File: src/rtl/cvt_pkg.sv
// Shared widths and encodings for the value/tag packer.
// Assumes 16-bit values and indices and 32-bit output words.
package cvt_pkg;
    localparam int VAL_W   = 16;
    localparam int IDX_W   = 16;
    localparam int WORD_W  = 32;
    localparam int NIB_W   = 4;
    localparam int GROUP_N = 4;
    localparam int BYTE_W  = 8;

    typedef enum logic {
        MODE_INTL  = 1'b0,
        MODE_SPLIT = 1'b1
    } mode_e;

    typedef enum logic [1:0] {
        WC_8   = 2'd0,
        WC_16  = 2'd1,
        WC_32  = 2'd2,
        WC_RSV = 2'd3
    } wcode_e;
endpackage

File: src/rtl/cvt_cfg_check.sv
// Decides whether the format configuration is legal.
// Purely combinational; assumes the configuration is quasi-static.
module cvt_cfg_check
    import cvt_pkg::*;
(
    input  mode_e  mode,
    input  logic   pack,
    input  logic   data16,
    input  wcode_e struct_w,
    input  wcode_e tag_w,
    output logic   err
);
    // Legality decode per mode.
    always_comb begin
        if (mode == MODE_SPLIT) begin
            if (pack) err = (tag_w != WC_16);
            else      err = (tag_w == WC_RSV);
        end else begin
            err = data16 ? (struct_w != WC_32) : (struct_w != WC_16);
        end
    end
endmodule

File: src/rtl/cvt_tag_packer.sv
// Tracks the slot within a group and gathers the low index nibbles
// of the first GROUP_N-1 pairs. The last pair's nibble is merged by
// the caller. Also keeps the sticky overflow flag for indices that do
// not fit a nibble. Assumes step is asserted only in packed mode.
module cvt_tag_packer
    import cvt_pkg::*;
#(
    parameter int NW = NIB_W,
    parameter int GN = GROUP_N,
    parameter int IW = IDX_W
) (
    input  logic                 clk,
    input  logic                 rst_n,
    input  logic                 step,
    input  logic [IW-1:0]        index,
    output logic                 slot_last,
    output logic [NW*(GN-1)-1:0] acc,
    output logic                 ovf
);
    localparam int SW = $clog2(GN);
    localparam logic [SW-1:0] LAST = SW'(GN - 1);

    logic [SW-1:0] slot;

    assign slot_last = (slot == LAST);

    // Slot counter: wraps after the last pair of a group.
    always_ff @(posedge clk) begin
        if (!rst_n)    slot <= '0;
        else if (step) slot <= slot_last ? '0 : slot + 1'b1;
    end

    // One nibble register per early slot.
    for (genvar g = 0; g < GN - 1; g++) begin : g_nib
        always_ff @(posedge clk) begin
            if (!rst_n)
                acc[g*NW +: NW] <= '0;
            else if (step && slot == SW'(g))
                acc[g*NW +: NW] <= index[NW-1:0];
        end
    end

    // Sticky overflow when an index needs more than a nibble.
    always_ff @(posedge clk) begin
        if (!rst_n)    ovf <= 1'b0;
        else if (step && |index[IW-1:NW]) ovf <= 1'b1;
    end


    ovf_sticky_chk: assert property (@(posedge clk) disable iff (!rst_n)
        ovf |=> ovf);
endmodule

File: src/rtl/cvt_out_slot.sv
// One-entry output register for a valid/ready write stream.
// Assumes the caller loads only when the slot is empty or draining.
module cvt_out_slot #(
    parameter int W = 32
) (
    input  logic         clk,
    input  logic         rst_n,
    input  logic         load,
    input  logic [W-1:0] word_in,
    input  logic         ready,
    output logic         valid,
    output logic [W-1:0] word
);
    // Hold the word until the sink takes it.
    always_ff @(posedge clk) begin
        if (!rst_n) begin
            valid <= 1'b0;
            word  <= '0;
        end else if (load) begin
            valid <= 1'b1;
            word  <= word_in;
        end else if (ready) begin
            valid <= 1'b0;
        end
    end


    hold_stable_chk: assert property (@(posedge clk) disable iff (!rst_n)
        (valid && !ready) |=> (valid && $stable(word)));
endmodule

File: src/rtl/cvt_packer.sv
// Packs top-4 {value, index} pairs into data and tag write streams.
// Interleaved mode: one {tag, data} word per pair. Split mode: a data
// stream plus a tag stream, unpacked or four nibbles per word.
// Assumes the configuration changes only between groups while idle.
module cvt_packer
    import cvt_pkg::*;
(
    input  logic              clk,
    input  logic              rst_n,
    input  logic              cfg_mode,
    input  logic              cfg_pack,
    input  logic              cfg_data16,
    input  logic [1:0]        cfg_struct_w,
    input  logic [1:0]        cfg_tag_w,
    input  logic              in_valid,
    output logic              in_ready,
    input  logic [VAL_W-1:0]  in_value,
    input  logic [IDX_W-1:0]  in_index,
    output logic              dat_valid,
    input  logic              dat_ready,
    output logic [WORD_W-1:0] dat_word,
    output logic              tag_valid,
    input  logic              tag_ready,
    output logic [WORD_W-1:0] tag_word,
    output logic              cfg_err,
    output logic              pkd_ovf
);
    localparam int HALF   = WORD_W / 2;
    localparam int ACC_W  = NIB_W * (GROUP_N - 1);
    localparam int PK_PAD = WORD_W - NIB_W * GROUP_N;

    mode_e             mode;
    logic              split, packed_on, need_tag, fire;
    logic              slot_last;
    logic [ACC_W-1:0]  acc;
    logic [WORD_W-1:0] dat_fmt, tag_fmt;

    assign mode      = mode_e'(cfg_mode);
    assign split     = (mode == MODE_SPLIT);
    assign packed_on = split && cfg_pack;

    cvt_cfg_check u_chk (
        .mode     (mode),
        .pack     (cfg_pack),
        .data16   (cfg_data16),
        .struct_w (wcode_e'(cfg_struct_w)),
        .tag_w    (wcode_e'(cfg_tag_w)),
        .err      (cfg_err)
    );

    // Does this pair produce a tag word?
    always_comb begin
        if (!split)         need_tag = 1'b0;
        else if (packed_on) need_tag = slot_last;
        else                need_tag = 1'b1;
    end

    // Accept only when every target stream has room and config is legal.
    assign in_ready = !cfg_err
                   && (!dat_valid || dat_ready)
                   && (!need_tag || !tag_valid || tag_ready);
    assign fire = in_valid && in_ready;

    cvt_tag_packer u_pk (
        .clk       (clk),
        .rst_n     (rst_n),
        .step      (fire && packed_on),
        .index     (in_index),
        .slot_last (slot_last),
        .acc       (acc),
        .ovf       (pkd_ovf)
    );

    // Data word formatting for both layouts.
    always_comb begin
        if (!split) begin
            if (cfg_data16) dat_fmt = {in_index[HALF-1:0], in_value[HALF-1:0]};
            else            dat_fmt = {{HALF{1'b0}}, in_index[BYTE_W-1:0],
                                       in_value[BYTE_W-1:0]};
        end else begin
            if (cfg_data16) dat_fmt = {{HALF{1'b0}}, in_value[HALF-1:0]};
            else            dat_fmt = {{(WORD_W-BYTE_W){1'b0}}, in_value[BYTE_W-1:0]};
        end
    end

    // Tag word formatting: packed nibbles or width-fitted index.
    always_comb begin
        if (packed_on)
            tag_fmt = {{PK_PAD{1'b0}}, in_index[NIB_W-1:0], acc};
        else if (wcode_e'(cfg_tag_w) == WC_8)
            tag_fmt = {{(WORD_W-BYTE_W){1'b0}}, in_index[BYTE_W-1:0]};
        else
            tag_fmt = {{(WORD_W-IDX_W){1'b0}}, in_index};
    end

    cvt_out_slot #(.W(WORD_W)) u_dat (
        .clk     (clk),
        .rst_n   (rst_n),
        .load    (fire),
        .word_in (dat_fmt),
        .ready   (dat_ready),
        .valid   (dat_valid),
        .word    (dat_word)
    );

    cvt_out_slot #(.W(WORD_W)) u_tag (
        .clk     (clk),
        .rst_n   (rst_n),
        .load    (fire && need_tag),
        .word_in (tag_fmt),
        .ready   (tag_ready),
        .valid   (tag_valid),
        .word    (tag_word)
    );


    intl_no_tag_chk: assert property (@(posedge clk) disable iff (!rst_n)
        $rose(tag_valid) |-> $past(cfg_mode));


    pack_emit_chk: assert property (@(posedge clk) disable iff (!rst_n)
        ($rose(tag_valid) && $past(packed_on)) |-> $past(slot_last));


    err_no_write_chk: assert property (@(posedge clk) disable iff (!rst_n)
        $rose(dat_valid) |-> !$past(cfg_err));
endmodule

File: config.mk
export PLATFORM = sky130hd
export DESIGN_NAME = cvt_packer
export DESIGN_NICKNAME = d
export VERILOG_FILES = /design/src/rtl/cvt_pkg.sv /design/src/rtl/cvt_cfg_check.sv /design/src/rtl/cvt_tag_packer.sv /design/src/rtl/cvt_out_slot.sv /design/src/rtl/cvt_packer.sv
export SDC_FILE = /design/constraint.sdc
export NUM_CORES = 1
export LEC_CHECK = 0
export CORE_MARGIN = 3
export CORE_UTILIZATION = 50
export CTS_BUF_LIST = sky130_fd_sc_hd__clkbuf_4 sky130_fd_sc_hd__clkbuf_8
export DETAILED_ROUTE_END_ITERATION = 6
export DONT_BUFFER_PORTS = 1
export HOLD_SLACK_MARGIN = 0.06
export PLACE_DENSITY = 0.72
export SLEW_MARGIN = 40
export SYNTH_ARGS = -nofsm -noshare
export SYNTH_HDL_FRONTEND = slang
export SYNTH_SLANG_ARGS = --single-unit
File: constraint.sdc
create_clock -name clk -period 2.4 [get_ports clk]
set_input_delay 0.12 -clock clk [delete_from_list [all_inputs] [get_ports clk]]
set_output_delay 0.12 -clock clk [all_outputs]
set_load 0.03 [all_outputs]
==> results.toml <==
[outcome]
status = "completed"

[synthesis]
synth_edf_count = 0
synth_area_leaders = "dfxtp_1, a21oi_1, nand4_1"
ys_top_cells_by_count = "dfxtp_1, a21oi_1, nand2_1, nand4_1, o21ai_0"
syn_avg_cell_area_um2 = 8.47
synthArstFlopShare_pct = 0
synth_top_area_share_pct = 42.7
syn_area_um2 = 3050
synth_most_common_cell = "dfxtp_1"
synth_top_area_cell = "dfxtp_1"
yosysWarnings = 0
synth-main-ff-cell = "dfxtp_1"
synth_seq_area_share_pct = 42.7
synth.distinct_cells = 36
synth-seq-cells = 65
synth_cells = 360

[power_and_ir_drop]
ir_drop_mv = 0.444
sw_frac_of_total_pct = 29.4
p_total_w = 0.00244
power.density_nw_per_um2 = 684
p_switching_w = 0.000718
seq_power_share_pct = 49.0
p_comb_share_pct = 13.2
clock_power_share_pct = 37.8
p_int_w = 0.00173
leakage_nw = 1.21

[timing]
whs_ns = 0.0704
fmax_mhz = 501
tightest_slew_ns = 0.669
rsz0062_at_grt = "false"
finClkSkew_ns = 0.0110
fin_crit_ns = 1.99
setup_viol = 0
finalCritPeriodShare_pct = 83.1
drv_slew = 0
relSlewSlack_pct = 55.2
hold_viol_final = 0
setup_tns_ns = 0

[place]
io_buffers = 0
dp_cells = 409
placed_cell_area_um2 = 3010
gp_congestion = 0.857
dpl.hpwl_mm = 5.79

[global_route]
use_met1_pct = 35.1
grt_pass1_vias = 2540
grtUsageTotal_pct = 24.8
grt_max_degree = 48
grt_use_met3_pct = 8.39
grt_use_met2_pct = 35.4
antenna_found_initial = 0
busiest_layer = "met2"
grt_pass1_wl_mm = 14.1
grt-ovfl-total = 0

[floorplan]
chipWidth_um = 84.1
die_h_um = 84.1
coreArea_um2 = 5710
fp-row-count = 27
dieArea_um2 = 7070
initial_core_util_pct = 53.4
io_pins = 113

[cts]
cts_made_buffers = 9
clock_tree.buffer_depth = 2
clkSinkCount = 65
clockRootBuffer = "clkbuf_8"
path_clk_slew_ns = 0.07
htreeDepth = 3
cts_tree = "built"
clkLatencyLatePin_ns = 0.34

[routing]
drt_wl_total_mm = 9.06
ant_nets = 0
vias_per_cell = 6.28
drc = 0
dr.pass1.iters = 5
drt_iter0_markers = 343
wire_per_inst_um = 19.7
num_vias = 2893

[worst_hold_path]
hp-class = "in -> reg"

[critical_path]
crit_path_end_kind = "register"
critical_path_class = "reg -> reg"
critical_path_arrival_ns = 2.20
required_ns = 2.60
path_cells = "ha_1, nand2b_1, a311o_1, buf_4, o31ai_1, a21oi_1"
crit_path_max_incr_delay_ns = 0.44
worstPathMaxFanout = 22
crit_slowest_cell = "a311o_1"
r2r_slack_ns = 0.41
startpoint_type = "register"

[finish]
diodes = 0
area_delta_synth_final_pct = 17.1
nNetsFinal = 432
fin_cells = 461
fin_area_um2 = 3570
final_layout_size_suffix_gt1_share_pct = 8.48

[job]
max_cap_violations = 0
cells by family (layout without fill, tap and decap cells):
| kind of cell | count (synthesis) | count (layout) | share of synthesized area (%) |
|---|---|---|---|
| DFF | 65 | 65 | 42.7 |
| buffers and inverters | 58 | 72 | 10.3 |
| adders and majority gates | 4 | 4 | 1.64 |
| AOI/OAI and AO/OA | 131 | 131 | 26.8 |
| other | 1 | 16 | 0.123 |
| and+or+nand+nor | 100 | 100 | 18.2 |
| muxes | 1 | 1 | 0.328 |
flip-flops by register name, summed over array words and instances (netlist names):
register,cells
u_pk.acc,12
u_dat.valid,1
u_pk.slot,2
u_tag.valid,1
u_dat.word,32
u_tag.word,16
u_pk.ovf,1
stage by stage:
step                setup WS [ns]  utilization [%]
floorplan                   0.484                -
global placement            0.314             52.6
detailed placement          0.457             52.7
CTS                         0.446             62.3
global route                0.234             62.6
finish                      0.405             62.6
cell usage in the layout, fill, tap and decap left out, drive strengths merged, types with 2 or more instances in the layout:
cell type,synthesis,layout
nand4,28,28
nand2,33,33
nor3b,10,10
nand3,10,10
nor4,3,3
dfxtp,65,65
nor2,4,4
o21a,2,2
a21oi,54,54
clkbuf,18,11
o21ai,26,26
buf,32,12
nor2b,3,3
ha,4,4
dlygate4sd3,0,36
clkinv,0,3
a311oi,10,10
o31ai,12,12
a211oi,16,16
a22oi,8,8
conb,1,16
inv,8,8
and2,3,3
power by group through the flow:
stage	Clock (W)	Combinational (W)	Sequential (W)
floorplan	0	0.000234	0.00122
global placement	0	0.000241	0.00122
detailed placement	0	0.000247	0.00122
CTS	0.000925	0.000311	0.00120
global route	0.000974	0.000349	0.00120
finish	0.000924	0.000322	0.00120
critical path, delay by kind of cell (launching register included):
kind / cells / cell delay (ns)
AO/OA/AOI/OAI: 3 / 0.83
flip-flops: 1 / 0.35
adder cells (fa/ha/maj): 1 / 0.23
AND/OR/NAND/NOR: 1 / 0.23
buffers and inverters: 1 / 0.23
worst paths after layout:
path / to / cells past startpoint / from
worst max-delay path: u_pk.acc[0] / 6 / u_pk.slot[0]
worst max register to register: u_pk.acc[0] / 6 / u_pk.slot[0]
worst min register to register: u_pk.acc[4] / 2 / u_pk.acc[4]
worst min-delay path: u_pk.ovf / 4 / in_index[8]
routing by layer:
metal	part of all wire (%)	wire (um)	up-vias
met3	12	1080	11
met5	0	0	-
met4	1.1	104	0
li1	-	-	1354
met2	44	3950	171
met1	43	3930	1357
timing repair:
item                                   CTS  global route
endpoints found under the hold margin   54             3
hold buffers                            35             1
resized for setup                        0             0
buffers inserted                         0             0
cell type report:
type	instances	area [um2]
fill	495	2140
multi-input combinational	252	1510
sequential	65	1300
timing repair buffer	48	450
clock buffer	11	139
tap	72	90.1
clock inverter	5	56.3
inverter	8	30.0
(Power assumes the default switching activity.)
